[src/rtl/simd16_alu.sv]
module simd16_alu #(
  parameter int LANES = 4,
  parameter int LW    = 16
) (
  input  logic                clk,
  input  logic                rst_n,
  input  logic                in_valid,
  input  logic [2:0]          op,
  input  logic [1:0]          mode,
  input  logic [3:0]          shamt,
  input  logic [LANES*LW-1:0] a,
  input  logic [LANES*LW-1:0] b,
  output logic                out_valid,
  output logic [LANES*LW-1:0] result
);
  localparam int W = LANES * LW;
  localparam int XW = LW + 4;
  localparam logic [2:0] OP_ADD = 3'd0, OP_SUB = 3'd1, OP_AVG = 3'd2,
                         OP_SLA = 3'd3, OP_SRA = 3'd4, OP_SHR = 3'd5, OP_SHL = 3'd6;

  function automatic logic [LW-1:0] clamp_s(input logic signed [XW-1:0] v);
    logic fits;
    fits = (v[XW-1:LW-1] == '0) || (v[XW-1:LW-1] == '1);
    if (fits) clamp_s = v[LW-1:0];
    else      clamp_s = v[XW-1] ? {1'b1, {(LW-1){1'b0}}} : {1'b0, {(LW-1){1'b1}}};
  endfunction

  function automatic logic [LW-1:0] lane_op(input logic [LW-1:0] x, input logic [LW-1:0] y,
                                            input logic [2:0] o, input logic [1:0] m,
                                            input logic [3:0] k);
    logic signed [XW-1:0] sx, sy, sh;
    logic [LW:0] u;
    logic amt_ok;
    sx = {{4{x[LW-1]}}, x};
    sy = {{4{y[LW-1]}}, y};
    amt_ok = (k >= 4'd1) && (k <= 4'd3);
    lane_op = '0;
    unique case (o)
      OP_ADD: begin
        u = {1'b0, x} + {1'b0, y};
        case (m)
          2'd0: lane_op = u[LW-1:0];
          2'd1: lane_op = clamp_s(sx + sy);
          2'd2: lane_op = u[LW] ? '1 : u[LW-1:0];
          default: lane_op = '0;
        endcase
      end
      OP_SUB: begin
        u = {1'b0, x} - {1'b0, y};
        case (m)
          2'd0: lane_op = u[LW-1:0];
          2'd1: lane_op = clamp_s(sx - sy);
          2'd2: lane_op = u[LW] ? '0 : u[LW-1:0];
          default: lane_op = '0;
        endcase
      end
      OP_AVG: begin
        u = {1'b0, x} + {1'b0, y} + {{LW{1'b0}}, 1'b1};
        lane_op = u[LW:1];
      end
      OP_SLA: if (amt_ok) begin
        sh = sx <<< k;
        if ((sh[XW-1:LW-1] == '0) || (sh[XW-1:LW-1] == '1)) lane_op = clamp_s(sh + sy);
        else lane_op = x[LW-1] ? {1'b1, {(LW-1){1'b0}}} : {1'b0, {(LW-1){1'b1}}};
      end
      OP_SRA: if (amt_ok) begin
        sh = sx >>> k;
        lane_op = clamp_s(sh + sy);
      end
      OP_SHR: begin
        if (m == 2'd0)      lane_op = x >> k;
        else if (m == 2'd1) lane_op = $signed(x) >>> k;
      end
      OP_SHL: lane_op = x << k;
      default: lane_op = '0;
    endcase
  endfunction

  logic [W-1:0] nxt;

  for (genvar i = 0; i < LANES; i++) begin : g_lane
    assign nxt[i*LW +: LW] = lane_op(a[i*LW +: LW], b[i*LW +: LW], op, mode, shamt);
  end

  always_ff @(posedge clk) begin
    if (!rst_n) begin
      out_valid <= 1'b0;
      result    <= '0;
    end else begin
      out_valid <= in_valid;
      if (in_valid) result <= nxt;
    end
  end


  valid_lat_chk: assert property (@(posedge clk) disable iff (!rst_n)
    in_valid |=> out_valid);

  hold_chk: assert property (@(posedge clk) disable iff (!rst_n)
    !in_valid |=> (!out_valid && $stable(result)));

  bad_op_zero_chk: assert property (@(posedge clk) disable iff (!rst_n)
    (in_valid && op == 3'd7) |=> (result == '0));

  us_add_floor_chk: assert property (@(posedge clk) disable iff (!rst_n)
    (in_valid && op == OP_ADD && mode == 2'd2) |=> (result[LW-1:0] >= $past(a[LW-1:0])));

  us_sub_ceil_chk: assert property (@(posedge clk) disable iff (!rst_n)
    (in_valid && op == OP_SUB && mode == 2'd2) |=> (result[LW-1:0] <= $past(a[LW-1:0])));

  avg_bound_chk: assert property (@(posedge clk) disable iff (!rst_n)
    (in_valid && op == OP_AVG) |=> (result[LW-1:0] <=
      (($past(a[LW-1:0]) > $past(b[LW-1:0])) ? $past(a[LW-1:0]) : $past(b[LW-1:0]))));

  reset_clear_chk: assert property (@(posedge clk)
    !rst_n |=> (!out_valid && result == '0));
endmodule

[config.mk]
export PLATFORM = sky130hd
export DESIGN_NAME = simd16_alu
export DESIGN_NICKNAME = d
export VERILOG_FILES = /design/src/rtl/simd16_alu.sv
export SDC_FILE = /design/constraint.sdc
export NUM_CORES = 2
export LEC_CHECK = 0
export CAP_MARGIN = 5
export CORE_MARGIN = 1.5
export CORE_UTILIZATION = 45
export CTS_CLUSTER_DIAMETER = 30
export DETAILED_ROUTE_END_ITERATION = 6
export DONT_BUFFER_PORTS = 1
export SYNTH_ARGS = -nofsm -noshare
export SYNTH_HDL_FRONTEND = slang
export SYNTH_SLANG_ARGS = --single-unit
[constraint.sdc]
create_clock -name clk -period 9.29 [get_ports clk]
set_input_delay 1.858 -clock clk [delete_from_list [all_inputs] [get_ports clk]]
set_output_delay 1.858 -clock clk [all_outputs]
set_load 0.1 [all_outputs]
Word-level counts from Yosys, hierarchy flattened:

Index checks and enable logic that the tools add are counted.

* bits in latches: 0
* memories: 0
* input port bits: 140
* flip-flop bits (word level): 65
* RAM bits: 0
* bits in read-only memories: 0

* reductions and logical operators: 43
* add/subtract/negate cells: 28
* equality and inequality tests: 28
* bitwise logic cells: 0
* muxes and demuxes: 76
* order comparisons: 2
* div/mod/pow operators: 0
* multiply operators: 0
* shift operators: 20

Operators with widths (count)
* $mux W16: 64
* $pmux W16 S7: 4
* $pmux W16 S3: 8
* $add A20 B16 Y20: 8
* $add A16 B16 Y17: 8
* $sub A16 B16 Y17: 8
* $eq A5 B5 Y1 const B: 20
* $logic_not A5 Y1: 20
* $sshl A16 B4 Y20: 4
* $sshr A16 B4 Y20: 4
* $add A17 B1 Y17 const B: 4
* $shl A16 B4 Y16: 4
* $shr A16 B4 Y16: 4
* $sshr A16 B4 Y16: 4
* $logic_or A1 B1 Y1: 20
* $eq A3 B3 Y1 const B: 3
* $eq A3 B2 Y1 const B: 2
* $ge A4 B1 Y1 const B: 1
* $le A4 B2 Y1 const B: 1
* $eq A3 B1 Y1 const B: 1
* $logic_not A3 Y1: 1
* $eq A2 B1 Y1 const B: 1
* $eq A2 B2 Y1 const B: 1
* $logic_not A2 Y1: 1
* $logic_and A1 B1 Y1: 1

Longest topological paths before layout:

* word-level depth: 8
* gate-level depth with buffers: 30

Least setup slack after synthesis:

OpenSTA, ideal clock, no wires.

* path type: input to register
* start point: in shamt[2]
* end point: reg result[44]
* arrival: 7.082 ns
* cell stages on the path: 22
* buffers on the path: 9
* setup slack: 2.147 ns
* cell sequence: clkbuf_1 clkbuf_1 clkbuf_1 buf_1 clkbuf_1 clkbuf_1 buf_1 buf_1 o22ai_1 ha_1 a21o_1 a221oi_1 o21ai_0 o211a_1 o21a_1 a221oi_1 nand3_1 or4_1 clkbuf_1 and2_1 o21bai_1 a311o_1

* word-level cells in the longest chain between the ends: 8

Ends and longest elaborated chain
* start, declared: RTL line 10 `input logic [3:0] shamt,`
* $sshl A16 B4 Y20: RTL line 62 `sh = sx <<< k;`
* $add A20 B16 Y20: RTL line 63 `if ((sh[XW-1:LW-1] == '0) || (sh[XW-1:LW-1] == '1)) lane_op = clamp_s(sh + sy);`
* $eq A5 B5 Y1 / $logic_not A5 Y1 (equally long branches): RTL line 23 `fits = (v[XW-1:LW-1] == '0) || (v[XW-1:LW-1] == '1);`
* $logic_or A1 B1 Y1: RTL line 23
* $mux W16: RTL line 24 `if (fits) clamp_s = v[LW-1:0];`
* $mux W16: RTL line 63
* $mux W16: RTL line 61 `OP_SLA: if (amt_ok) begin`
* $pmux W16 S7 (*): RTL line 38 `unique case (o)`
* end signal, assigned: RTL line 91 `if (in_valid) result <= nxt;`
* end, declared: RTL line 14 `output logic [LANES*LW-1:0] result`

Every way passes the cells marked *; elsewhere a longest branch is shown, timed or not.
A chain may end at the register's enable or synchronous reset.

Final worst setup path:

* start point: in shamt[0]
* end point: reg result[27]

The elaborated chain is that of the path after synthesis.

==> impl_results.md <==
* Fraction of registers with async set/reset at 0
* Clock slew at reported path FFs at 70 ps
* Area growth syn-to-layout at 1.97%
* Sequential fraction of the synthesis area at 0.0446
* Share of Yosys cell area claimed by the top area cell type at 0.109
* Layout cells sized above 1 at 0.0600
* Path category of the worst min-delay check: register to register
* Combined global-route utilization of all metal layers at 0.401
* Drt pass-1 iters at 6
* CORE AREA at 64300 um^2
* Initial antenna violation count at 5
* Min Hold Slack at 1070 ps
* HPWL Detailed at 107 mm
* Wire length of the first global-routing pass at 203 mm
* Reported max-cap violation count at 0
* Synth Net Count at 4714
* Register bit total from synthesis at 65
* Area after DPL at 29500 um^2
* CP Data Required Time at 9620 ps
* Met2 wire length at 59.3 mm
* Detailed Route WL at 139 mm
* Setup repair after global routing missed its margin: no
* Number of nets in the finished design at 4508
* Highest metal layer with signal wires: met5
* Startpoint kind of the worst setup timing path: input pin
* Dominant synthesized flop cell: dfxtp_1
* Ratio of final minimum period to clock period at 0.721
* Worst Path Class, Setup: input pin to register
* Routability congestion estimate at 1.06
* Crit. End Element: register
* Leakage power total at about 12 nW
* Slew of the pin with the lowest slew margin at between 1000 and 1500 ps
* Yosys top cell by area: ha_1
* Most common cell after layout, fill and taps aside: nor2_1
* Fin area at 29800 um^2
* Std-Cell Rows at 93
* Hold Violations, Final at 0
* Period minus WS final at 6700 ps
* Leading cell types in the layout, fill and taps excluded: nor2_1, a21oi_1, o21ai_0
* Worst slew slack as a fraction of its limit at 0.137
* Drt drc at 0
* Effective utilization at floorplan at 0.454
* CTS-repair resized insts at 0
* Die Span Y at 258 um
* Largest buffer count on any clock path at 2
* Data arrival time of the critical path at about 7000 ps
* WL per Instance at 28.0 um
* Quantity of I/O buffers inserted on ports at 0
* Worst IR Drop VDD at 0.0000991 V
* Total power divided by cell area at 100 nW/um^2
* Starting DRT DRC Count at about 4800
* Clock Skews at 0 ps
* Post-synth EDFFs at 0
* Clock tree sinks at 65
* Die extent in x at between 200 and 300 um
* Clock network latency to the later pin of the worst-skew pair at 400 ps
* Met1 routed wirelength after detailed routing at 54.2 mm
* Top-level port count at slightly above 200
* Quantity of hold-fixing buffers added after cts at 0
* Total congestion overflow after global routing at 0
* Average cell area after synthesis at 6.79 um^2
* Cell Area, Synth at 29200 um^2
* Sum of negative setup slack at 0 ps
* Antenna Nets Post-Route at 0
* Number of distinct standard cells referenced by the synthesized netlist at between 100 and 150
* DR vias at approximately 34000
* Library cell used as clock root buffer: clkbuf_16
* TritonCTS clock tree: done
* Area of the die at approximately 66000 um^2
* Status: complete, no violations
* Final-report max-slew violation count at 0
* Via density at 6.94
* Post-Synthesis Cells at approximately 4300
* Crit-path max FO at 160
* Via count of the first global-routing pass at between 30000 and 40000
* Largest cells by area after synthesis: ha_1, a21oi_1, o21ai_0
* Peak Freq at 149 MHz
* Count of warnings emitted by yosys at 0
* H-tree depth at 3
* Number of buffers created by CTS at 9
* Post-CTS setup buffer count at 0
* Count of inserted antenna diode cells at 0
* Length of routed met3 wiring at 15.9 mm
* Maximum number of pins on one net before global-route repair at 163
* Endpoints failing setup at 0
[power by group]
part / switching (mW) / internal, mW
sequential: 0.120 / 0.293
clock: 0.177 / 0.179
combinational: 1.37 / 0.844
total: 1.66 / 1.32
[critical path, cell delays in order]
cell and delay, ps:
clkinv_1 530, a31oi_1 570, nand2_1 110, o21ai_0 120, o22ai_1 200, ha_1 520
a21oi_1 120, o21bai_1 130, a21oi_1 90, o21ai_0 500, nor3_1 90, a211oi_1 220
nor3b_1 340, nor2_1 100, a31oi_2 830, o21ai_0 210, a211oi_1 220
[logic make-up after synthesis]
logic type / Yosys count / synth area share
xor gates and xnor gates: 262 / 0.0788
and+or+nand+nor: 1403 / 0.234
DFF: 65 / 0.0446
AOI/OAI and AO/OA: 1611 / 0.355
buffers and inverters: 464 / 0.0646
muxes: 222 / 0.0999
adders and majority gates: 277 / 0.122
[layer usage]
metal	GRT usage	vias to the layer above
met3	0.0865	470
met4	0.242	4
met1	0.514	16000
li1	-	15600
met2	0.615	2276
met5	0	-
[area by class of cell]
type | instances | area, um^2
multi-input cells | 3775 | 26100
well taps | 855 | 1070
repair buffers | 39 | 293
clock inverters | 4 | 20.0
fillers | 6832 | 34600
flip-flops and latches | 65 | 1300
inverters | 208 | 782
clock buffers | 12 | 236
[state kept, by name, summed over array words and instances, names as in the netlist]
signal,count
result,64
out_valid,1
[synth_stat cells, drive strengths merged, types with 20 or more instances]
| library cell | instances |
|---|---|
| a2111oi | 20 |
| a211oi | 66 |
| a21o | 99 |
| a21oi | 417 |
| a221oi | 36 |
| a31oi | 88 |
| and2 | 54 |
| and3 | 43 |
| buf | 63 |
| clkbuf | 193 |
| dfxtp | 65 |
| ha | 254 |
| inv | 205 |
| mux2 | 54 |
| mux2i | 121 |
| mux4 | 47 |
| nand2 | 314 |
| nand2b | 59 |
| nand3 | 88 |
| nand4 | 40 |
| nor2 | 448 |
| nor2b | 103 |
| nor3 | 93 |
| nor4 | 24 |
| o211ai | 51 |
| o21a | 57 |
| o21ai | 451 |
| o21bai | 34 |
| o221ai | 20 |
| o22ai | 31 |
| or2 | 20 |
| or3 | 41 |
| xnor2 | 202 |
| xor2 | 60 |
[per-stage QoR]
| stage | setup slack, ps | utilization | power, mW | instances |
|---|---|---|---|---|
| after floorplan | 2150 | - | 2.08 | 4304 |
| after global placement | 2480 | 0.459 | 2.55 | 4942 |
| after detailed placement | 2440 | 0.459 | 2.55 | 4942 |
| after CTS | 2860 | 0.463 | 2.91 | 4958 |
| after global routing | 2380 | 0.463 | 3.15 | 4958 |
| final | 2590 | 0.463 | 2.98 | 4958 |
[path summary, 6_finish.rpt]
check                                        startpoint                 endpoint  slack [ps]  depth (start not counted)
worst max-delay path                           shamt[0]  result[27]$_SDFFE_PN0P_        2590                         17
worst max register to register  result[39]$_SDFFE_PN0P_  result[39]$_SDFFE_PN0P_        6740                          6
worst min-delay path            result[51]$_SDFFE_PN0P_  result[51]$_SDFFE_PN0P_        1070                          2
worst min register to register  result[51]$_SDFFE_PN0P_  result[51]$_SDFFE_PN0P_        1070                          2
Power figures use the tool's default switching activity.
